==> config.mk <==
export PLATFORM = sky130hd
export DESIGN_NAME = pwm_cc_timer
export DESIGN_NICKNAME = d
export VERILOG_FILES = /design/src/rtl/pwm_cc_timer.sv
export SDC_FILE = /design/constraint.sdc
export NUM_CORES = 1
export LEC_CHECK = 0
export CAP_MARGIN = 20
export CORE_AREA = 4 4 140 109
export DETAILED_ROUTE_END_ITERATION = 6
export DIE_AREA = 0 0 144 113
export SETUP_SLACK_MARGIN = 0.05
export SYNTH_ARGS = -nofsm -noshare
export SYNTH_HDL_FRONTEND = slang
export SYNTH_SLANG_ARGS = --single-unit
==> constraint.sdc <==
create_clock -name clk -period 3.1 [get_ports clk]
set_input_delay 0.62 -clock clk [delete_from_list [all_inputs] [get_ports clk]]
set_output_delay 0.62 -clock clk [all_outputs]
set_load 0.02 [all_outputs]
==> src/rtl/pwm_cc_timer.sv <==
module pwm_cc_timer #(
  parameter int CW = 16
) (
  input  logic          clk,
  input  logic          rst_n,
  input  logic          clk_en,
  input  logic          run,
  input  logic          restart,
  input  logic          buf_en,
  input  logic          a_wr,
  input  logic [CW-1:0] a_wdata,
  input  logic          b_wr,
  input  logic [CW-1:0] b_wdata,
  input  logic          a_cap_mode,
  input  logic          b_cap_mode,
  input  logic          cap_in,
  input  logic          ie_a,
  input  logic          ie_b,
  input  logic [1:0]    flag_clr,
  output logic [CW-1:0] cnt,
  output logic [CW-1:0] a_val,
  output logic [CW-1:0] b_val,
  output logic          flag_a,
  output logic          flag_b,
  output logic          irq,
  output logic          tout
);

  logic [CW-1:0] cnt_q, a_reg, b_reg, a_buf, b_buf;
  logic          fa_q, fb_q, tout_q, cap_d;
  logic          tick, cap_rise, hit_a, hit_b, cap_a, cap_b, reload;
  logic [CW-1:0] a_cmp, b_cmp;

  assign tick     = clk_en & run;
  assign a_cmp    = buf_en ? a_buf : a_reg;
  assign b_cmp    = buf_en ? b_buf : b_reg;
  assign hit_a    = tick & ~a_cap_mode & (cnt_q == a_cmp);
  assign hit_b    = tick & ~b_cap_mode & (cnt_q == b_cmp);
  assign cap_rise = cap_in & ~cap_d;
  assign cap_a    = cap_rise & a_cap_mode;
  assign cap_b    = cap_rise & b_cap_mode;
  assign reload   = restart | hit_b;

  always_ff @(posedge clk or negedge rst_n) begin
    if (!rst_n)               cnt_q <= '0;
    else if (restart || hit_b) cnt_q <= '0;
    else if (tick)            cnt_q <= cnt_q + 1'b1;
  end

  always_ff @(posedge clk or negedge rst_n) begin
    if (!rst_n) begin
      a_reg <= '0;
      b_reg <= '0;
    end else begin
      if (cap_a)     a_reg <= cnt_q;
      else if (a_wr) a_reg <= a_wdata;
      if (cap_b)     b_reg <= cnt_q;
      else if (b_wr) b_reg <= b_wdata;
    end
  end

  always_ff @(posedge clk or negedge rst_n) begin
    if (!rst_n) begin
      a_buf <= '0;
      b_buf <= '0;
    end else if (reload) begin
      a_buf <= a_reg;
      b_buf <= b_reg;
    end
  end

  always_ff @(posedge clk or negedge rst_n) begin
    if (!rst_n) begin
      fa_q  <= 1'b0;
      fb_q  <= 1'b0;
      cap_d <= 1'b0;
    end else begin
      fa_q  <= (fa_q & ~flag_clr[0]) | hit_a | cap_a;
      fb_q  <= (fb_q & ~flag_clr[1]) | hit_b | cap_b;
      cap_d <= cap_in;
    end
  end

  always_ff @(posedge clk or negedge rst_n) begin
    if (!rst_n)               tout_q <= 1'b1;
    else if (restart || hit_b) tout_q <= 1'b1;
    else if (hit_a)           tout_q <= 1'b0;
  end

  assign cnt    = cnt_q;
  assign a_val  = a_reg;
  assign b_val  = b_reg;
  assign flag_a = fa_q;
  assign flag_b = fb_q;
  assign irq    = (fa_q & ie_a) | (fb_q & ie_b);
  assign tout   = tout_q & ~a_cap_mode & ~b_cap_mode;

  p_hold_r2: assert property (@(posedge clk) disable iff (!rst_n)
    (!tick && !restart) |=> $stable(cnt_q));

  p_step_r2: assert property (@(posedge clk) disable iff (!rst_n)
    (tick && !hit_b && !restart) |=> (cnt_q == CW'($past(cnt_q) + 1'b1)));

  p_wrap_r3: assert property (@(posedge clk) disable iff (!rst_n)
    (hit_b && !restart) |=> (cnt_q == '0 && fb_q));

  p_alow_r5: assert property (@(posedge clk) disable iff (!rst_n)
    (hit_a && !hit_b && !restart) |=> !tout_q);

  p_bufhold_r7: assert property (@(posedge clk) disable iff (!rst_n)
    (!restart && !hit_b) |=> ($stable(a_buf) && $stable(b_buf)));

  p_capture_r8: assert property (@(posedge clk) disable iff (!rst_n)
    cap_a |=> (a_reg == $past(cnt_q) && fa_q));

  p_sticky_r9: assert property (@(posedge clk) disable iff (!rst_n)
    (fb_q && !flag_clr[1]) |=> fb_q);

  p_restart_r11: assert property (@(posedge clk) disable iff (!rst_n)
    restart |=> (cnt_q == '0 && tout_q));

endmodule

==> results.md, run 1 <==
* Distinct cell type count after synthesis at 34
* P per Cell Area at 503 nW/um^2
* Critical-path top delay cell: o41ai_4
* CTS Hold Buffers Added at 0
* Cell count along the critical path at 8
* Clk buf depth at 2
* Crit end category: flop
* Max_cap viols at 0
* Total Power at about 3 mW
* Slew at the pin closest to its max-slew limit at ~530 ps
* ANT cells at 0
* H-tree level count at 3
* Vias per std cell at ~4.8
* Per-cell routed wire length at approximately 17 um
* Initial antenna violation count at 0
* #FFs+latches synth at 84
* Mapped Nets at 445
* Synthesized cell area at 4500 sq um
* GRT Residual Overflow at 0
* RSZ-0062 raised after global routing: false
* Pre-antenna DRT Iters at 4
* # setup viols final at 0
* Setup TNS at 0 ps
* Syn Area/Cell at between 10 and 15 sq um
* Fraction of layout cells with a size suffix above 1 at 0.138
* I/O pin total at just under 100
* Critical path arrival at 2840 ps
* Cells after Synth at 397
* Int Pwr at between 2 and 2.5 mW
* Synth top area share at 0.462
* Sequential Power Share at 0.446
* Area growth, synth to finish at 32.0%
* Leading cell type in the layout, fill and taps excluded: clkdlybuf4s50_1
* Die area at approximately 16000 sq um
* NetSw at 0.821 mW
* First-pass GRT wire length at ~19 mm
* CP Buf/Inv Count at 2
* Initial Util at 0.321
* Crit path max-delay family: buffers and inverters
* Fmax at 381 MHz
* Tcrit/Tclk final at 0.847
* Gp weighted congestion at approximately 0.75
* Switching Fraction at 0.275
* Core Box Area at around 14000 sq um
* Site row count at 38
* Min Tclk post-route at between 2000 and 3000 ps
* Crit path max fanout at 13
* Min Hold Slack at between 150 and 200 ps
* Max Slew Vio Count at 0
* DR vias at around 3.2k
* Proportion of power drawn by the clock network at 0.322
* Die Height at 113 um
* Yosys Warn Count at 0
* CP Cell Sequence: buf_2, mux2i_1, xnor2_1, nor4_2, nand2_1, o41ai_4, buf_4, mux2_4
* CP peak stage delay at between 400 and 500 ps
* Crit Path Category: primary input to flop
* CTS tree: done
* Vias in the first global route at 3401
* Die width at around 140 um
* Pin count of the biggest net entering global routing at 85
* Hold Vio Cnt, Final at 0
* Final setup skew at between 6 and 7 ps
* VDD IR max at a little under 0.3 mV
* DRC at 0
* Worst setup SP type: primary input
* Post-synthesis sequential area ratio at 0.468
* Post-DRT Antenna Nets at 0
* Initial DRC Count at roughly 230
* WL final at roughly 12 mm
* Slew headroom at 0.645
* CTS sink cnt at 84
* CTS Buf Count at 9
* Most frequent cells in the layout: clkdlybuf4s50_1 (96), dfrtp_1 (83), mux2i_1 (64), nor2_1 (51), a21oi_1 (33)
* Leak at between 2 and 3 nW
* Comb pwr share at 0.232
* Post-DP HPWL at 8.42 mm
* Post-CTS Setup Bufs at 0
* Area contributors post-synth: dfrtp_1 (46%), mux2i_1 (14%), mux2_4 (10%), xnor2_1 (5.5%), nor2_1 (4.3%)
* Status: complete, no violations
* Overall routing resource usage at 0.147
* Clock network latency to the later pin of the worst-skew pair at 330 ps
* Area leader, netlist: dfrtp_1
* Worst r2r path cells at 7
* Number of port buffers at 98
* Required @ worst endpoint at ~3300 ps
* CTS resizes at 0
* CTS Root Cell: clkbuf_16
* Final layout net count at ~540
* Min-Delay Path Class: primary input to async pin
* CTS clk-pin slew, worst paths at ~60 ps
-- worst reg2reg max path, stage by stage (launching register included) --
cell and delay, ps:
dfrtp_1 410, mux2i_1 170, xnor2_1 100, nor4_2 300, nand2_1 160, o41ai_4 440
buf_4 340, mux2_4 340
-- worst paths after layout --
check	startpoint	slack, ps	endpoint
min in group clk	a_buf[14]	490	a_buf[14]
max in group asynchronous	rst_n	2270	tout_q
setup reg to reg	b_val[4]	720	b_buf[10]
setup / recovery	buf_en	470	b_buf[10]
hold reg to reg	a_buf[14]	490	a_buf[14]
hold / removal	rst_n	160	a_val[9]
-- flip-flops by register name, indices dropped and copies added, names as in the netlist --
name / cells
b_val: 16
flag_a: 1
cnt: 16
tout_q: 1
cap_d: 1
a_val: 16
b_buf: 16
flag_b: 1
a_buf: 16
-- logic make-up (layout without fill, tap and decap cells) --
kind of cell | Yosys count | after routing | synth area share
buffers and inverters | 39 | 135 | 0.0465
muxes | 96 | 96 | 0.248
and+or+nand+nor | 93 | 93 | 0.0952
DFF | 84 | 84 | 0.468
xor gates and xnor gates | 47 | 47 | 0.0915
adders and majority gates | 1 | 1 | 0.00278
AOI/OAI and AO/OA | 37 | 37 | 0.0487
-- cell usage after synthesis (all sizes together) --
cell type,instances
xnor2,28
nor2,51
a21oi,33
nand4,8
and4,1
nor4,5
xor2,19
a221o,1
clkbuf,21
nand2b,1
nor2b,1
or4,1
buf,14
inv,4
nand2,11
nor3,5
dfrtp,83
and3,1
o41ai,1
ha,1
a22o,1
nand3,7
mux2,32
and2,1
mux2i,64
dfstp,1
o21bai,1
-- cell type report --
type	count	area, sq um
multi-input combinational	274	2180
sequential	84	2100
clock inverter	3	15.0
inverter	4	15.0
tap	180	225
clock buffer	11	243
fill	1329	8090
timing repair buffer	117	1150
-- layer usage --
metal  wire length [um]  GRT usage  up-vias
met5                  0          0        -
li1                   -          -     1549
met2               5130      0.220       65
met1               5800      0.214     1614
met3                532     0.0359       11
met4                 93     0.0339        0
-- metrics by stage --
stage	utilization	instance area (sq um)	worst slack, ps	std cells
2_1_floorplan	-	4500	446	397
3_3_place_gp	0.403	5650	191	658
3_5_place_dp	0.403	5650	136	658
4_1_cts	0.421	5910	486	672
5_1_grt	0.423	5930	388	673
6_report	0.423	5930	474	673
-- power by group through the flow --
| stage | registers (mW) | logic [mW] | clock network, mW |
|---|---|---|---|
| 5_1_grt | 1.36 | 0.746 | 1.04 |
| 6_report | 1.33 | 0.692 | 0.961 |
| 3_5_place_dp | 1.35 | 0.694 | 0 |
| 4_1_cts | 1.33 | 0.697 | 0.997 |
| 3_3_place_gp | 1.35 | 0.683 | 0 |
| 2_1_floorplan | 1.39 | 0.370 | 0 |
Note: power is estimated with default switching activity, not from simulation.
==> run 2: changes to the inputs <==
- clock period: 3.1 -> 2.5 ns (I/O delays scaled with it)
==> run 2 against run 1 <==
Against the previous run:
- worst hold slack lost 90 ps
- sequential power grew 24%
- power grew 30%
- non-clock buffer count grew 23
- final cell count grew 3.6%
- sequential cell count is the same
- utilization grew 1.7 points
- via count grew 3.0%
- largest power group unchanged
- largest cell class unchanged
- die area is the same
==> results.md, run 2 (same netlist as run 1, synthesis figures left out) <==
* Status: complete, no violations
* Placed Cells at about 680
* Post-DRT Antenna Nets at 0
* Crit path max fanout at 12
* Clock network latency to the later pin of the worst-skew pair at 340 ps
* Final setup skew at between 6 and 7 ps
* Fraction of layout cells with a size suffix above 1 at 0.176
* Worst R2R Setup Slack at ~120 ps
* Required @ worst endpoint at around 2700 ps
* Initial antenna violation count at 0
* Vias per std cell at 4.79
* Area growth, synth to finish at 37.3%
* Fin cells at ~700
* WL final at ~12 mm
* NetSw at approximately 1.1 mW
* Sequential Power Share at 0.426
* Min Tclk post-route at 2380 ps
* Critical Path Source: b_val[11]
* Max Slew Vio Count at 0
* Int Pwr at approximately 2.8 mW
* Initial DRC Count at 213
* CTS tree: done
* DR vias at 3337
* P per Cell Area at ~630 nW/um^2
* Hold Vio Cnt, Final at 0
* Overall routing resource usage at 0.153
* Die area at 16300 sq um
* Per-cell routed wire length at 17.7 um
* CTS Buf Count at 9
* Most frequent cells in the layout: clkdlybuf4s50_1 (96), dfrtp_1 (83), mux2i_1 (63), nor2_1 (51), buf_4 (37)
* CTS sink cnt at 84
* Min-Delay Path Class: primary input to async pin
* Crit Path Category: flop to flop
* GRT Residual Overflow at 0
* Slew headroom at 0.735
* Site row count at 38
* Number of port buffers at between 90 and 100
* Pin count of the biggest net entering global routing at slightly above 40
* Die width at around 140 um
* Comb pwr share at 0.233
* Proportion of power drawn by the clock network at 0.341
* VDD IR max at approximately 0.33 mV
* Leading cell type in the layout, fill and taps excluded: clkdlybuf4s50_1
* Core Box Area at 14000 sq um
* Max_cap viols at 0
* Slew at the pin closest to its max-slew limit at 395 ps
* Post-DP HPWL at approximately 9 mm
* Die Height at about 110 um
* Worst r2r path cells at 8
* RSZ-0062 raised after global routing: true
* Min Hold Slack at about 73 ps
* Initial Util at 0.321
* Pre-antenna DRT Iters at 4
* Leak at about 2.8 nW
* Crit end category: flop
* I/O pin total at 99
* ANT cells at 0
* CTS clk-pin slew, worst paths at roughly 60 ps
* RR Endpoint: b_buf[9]
* CTS Root Cell: clkbuf_16
* Gp weighted congestion at 0.832
* First-pass GRT wire length at a little under 20 mm
* Fmax at between 400 and 500 MHz
* Switching Fraction at 0.272
* Fill cell count at roughly 1.3k
* Tcrit/Tclk final at 0.952
* H-tree level count at 3
* Critical path arrival at between 2000 and 3000 ps
* Vias in the first global route at between 3k and 4k
* R2R Path Start: b_val[11]
* Clk buf depth at 2
* DRC at 0
* Final layout net count at around 560
* # setup viols final at 0
* Worst setup SP type: flop
==> run 2: cell types whose count changed in the layout (fill, tap and decap cells not counted) <==
cell	delta
buf_2	-1
buf_12	+1
buf_4	+19
clkinv_2	-2
clkbuf_1	+2
mux2i_2	+1
buf_6	+3
buf_8	+1
mux2i_1	-1
bufinv_16	+1
==> run 2: repair_timing <==
item                                    4_1_cts  5_1_grt
endpoints found under the setup margin       32        8
endpoints found under the hold margin         0        0
gates resized for setup                       3        5
setup buffers                                 1        1
cloned                                        1        0
hold buffers                                  0        0
pin swaps                                     3        5
==> run 2: worst max-delay path by stage <==
stage	cells after the start	end	slack, ps
after global placement	8	a_buf[13]	-300
after global routing	8	a_buf[5]	10
after detailed placement	8	a_buf[13]	-350
after floorplan	9	a_buf[0]	30
after CTS	9	a_buf[10]	90
final	8	b_buf[9]	120
==> run 2: metal layers <==
layer  GRT usage  routed length (um)  share of wire  vias to the layer above
met5           0                   0              0                        -
met4      0.0345                  82         0.0067                        0
met3      0.0406                 630          0.051                        7
met2       0.222                5480           0.45                       85
met1       0.227                6120           0.50                     1648
li1            -                   -              -                     1597
==> run 2: through the flow <==
stage / TNS, ps / util / setup WS, ps / area (sq um) / total power, mW
2_1_floorplan: 0 / - / 31.5 / 4500 / 2.18
3_3_place_gp: -12180 / 0.415 / -301 / 5820 / 2.55
3_5_place_dp: -13920 / 0.415 / -354 / 5820 / 2.57
4_1_cts: 0 / 0.439 / 88.4 / 6150 / 3.92
5_1_grt: 0 / 0.440 / 13.2 / 6170 / 4.05
6_report: 0 / 0.440 / 120 / 6170 / 3.88
==> run 2: power groups by stage <==
stage | Combinational [mW] | Clock (mW) | Sequential, mW
after detailed placement | 0.895 | 0 | 1.67
after floorplan | 0.460 | 0 | 1.72
after global placement | 0.876 | 0 | 1.67
after CTS | 0.908 | 1.36 | 1.65
final | 0.903 | 1.32 | 1.65
after global routing | 0.972 | 1.40 | 1.68
==> run 2: final cells by class <==
cell class / count / area, sq um / area share
clock buffer: 13 / 250 / 0.0405
multi-input combinational: 274 / 2190 / 0.355
timing repair buffer: 140 / 1360 / 0.220
tap: 180 / 225 / 0.0365
inverter: 4 / 15.0 / 0.00243
clock inverter: 2 / 35.0 / 0.00568
sequential: 84 / 2100 / 0.341
==> run 2: critical path, stage by stage, from the launching register on <==
cell and delay (ps):
dfrtp_1 410, mux2i_1 180, xnor2_1 100, nor4_2 320, nand2_1 190, o41ai_4 380
buf_6 190, buf_12 180, mux2_4 310
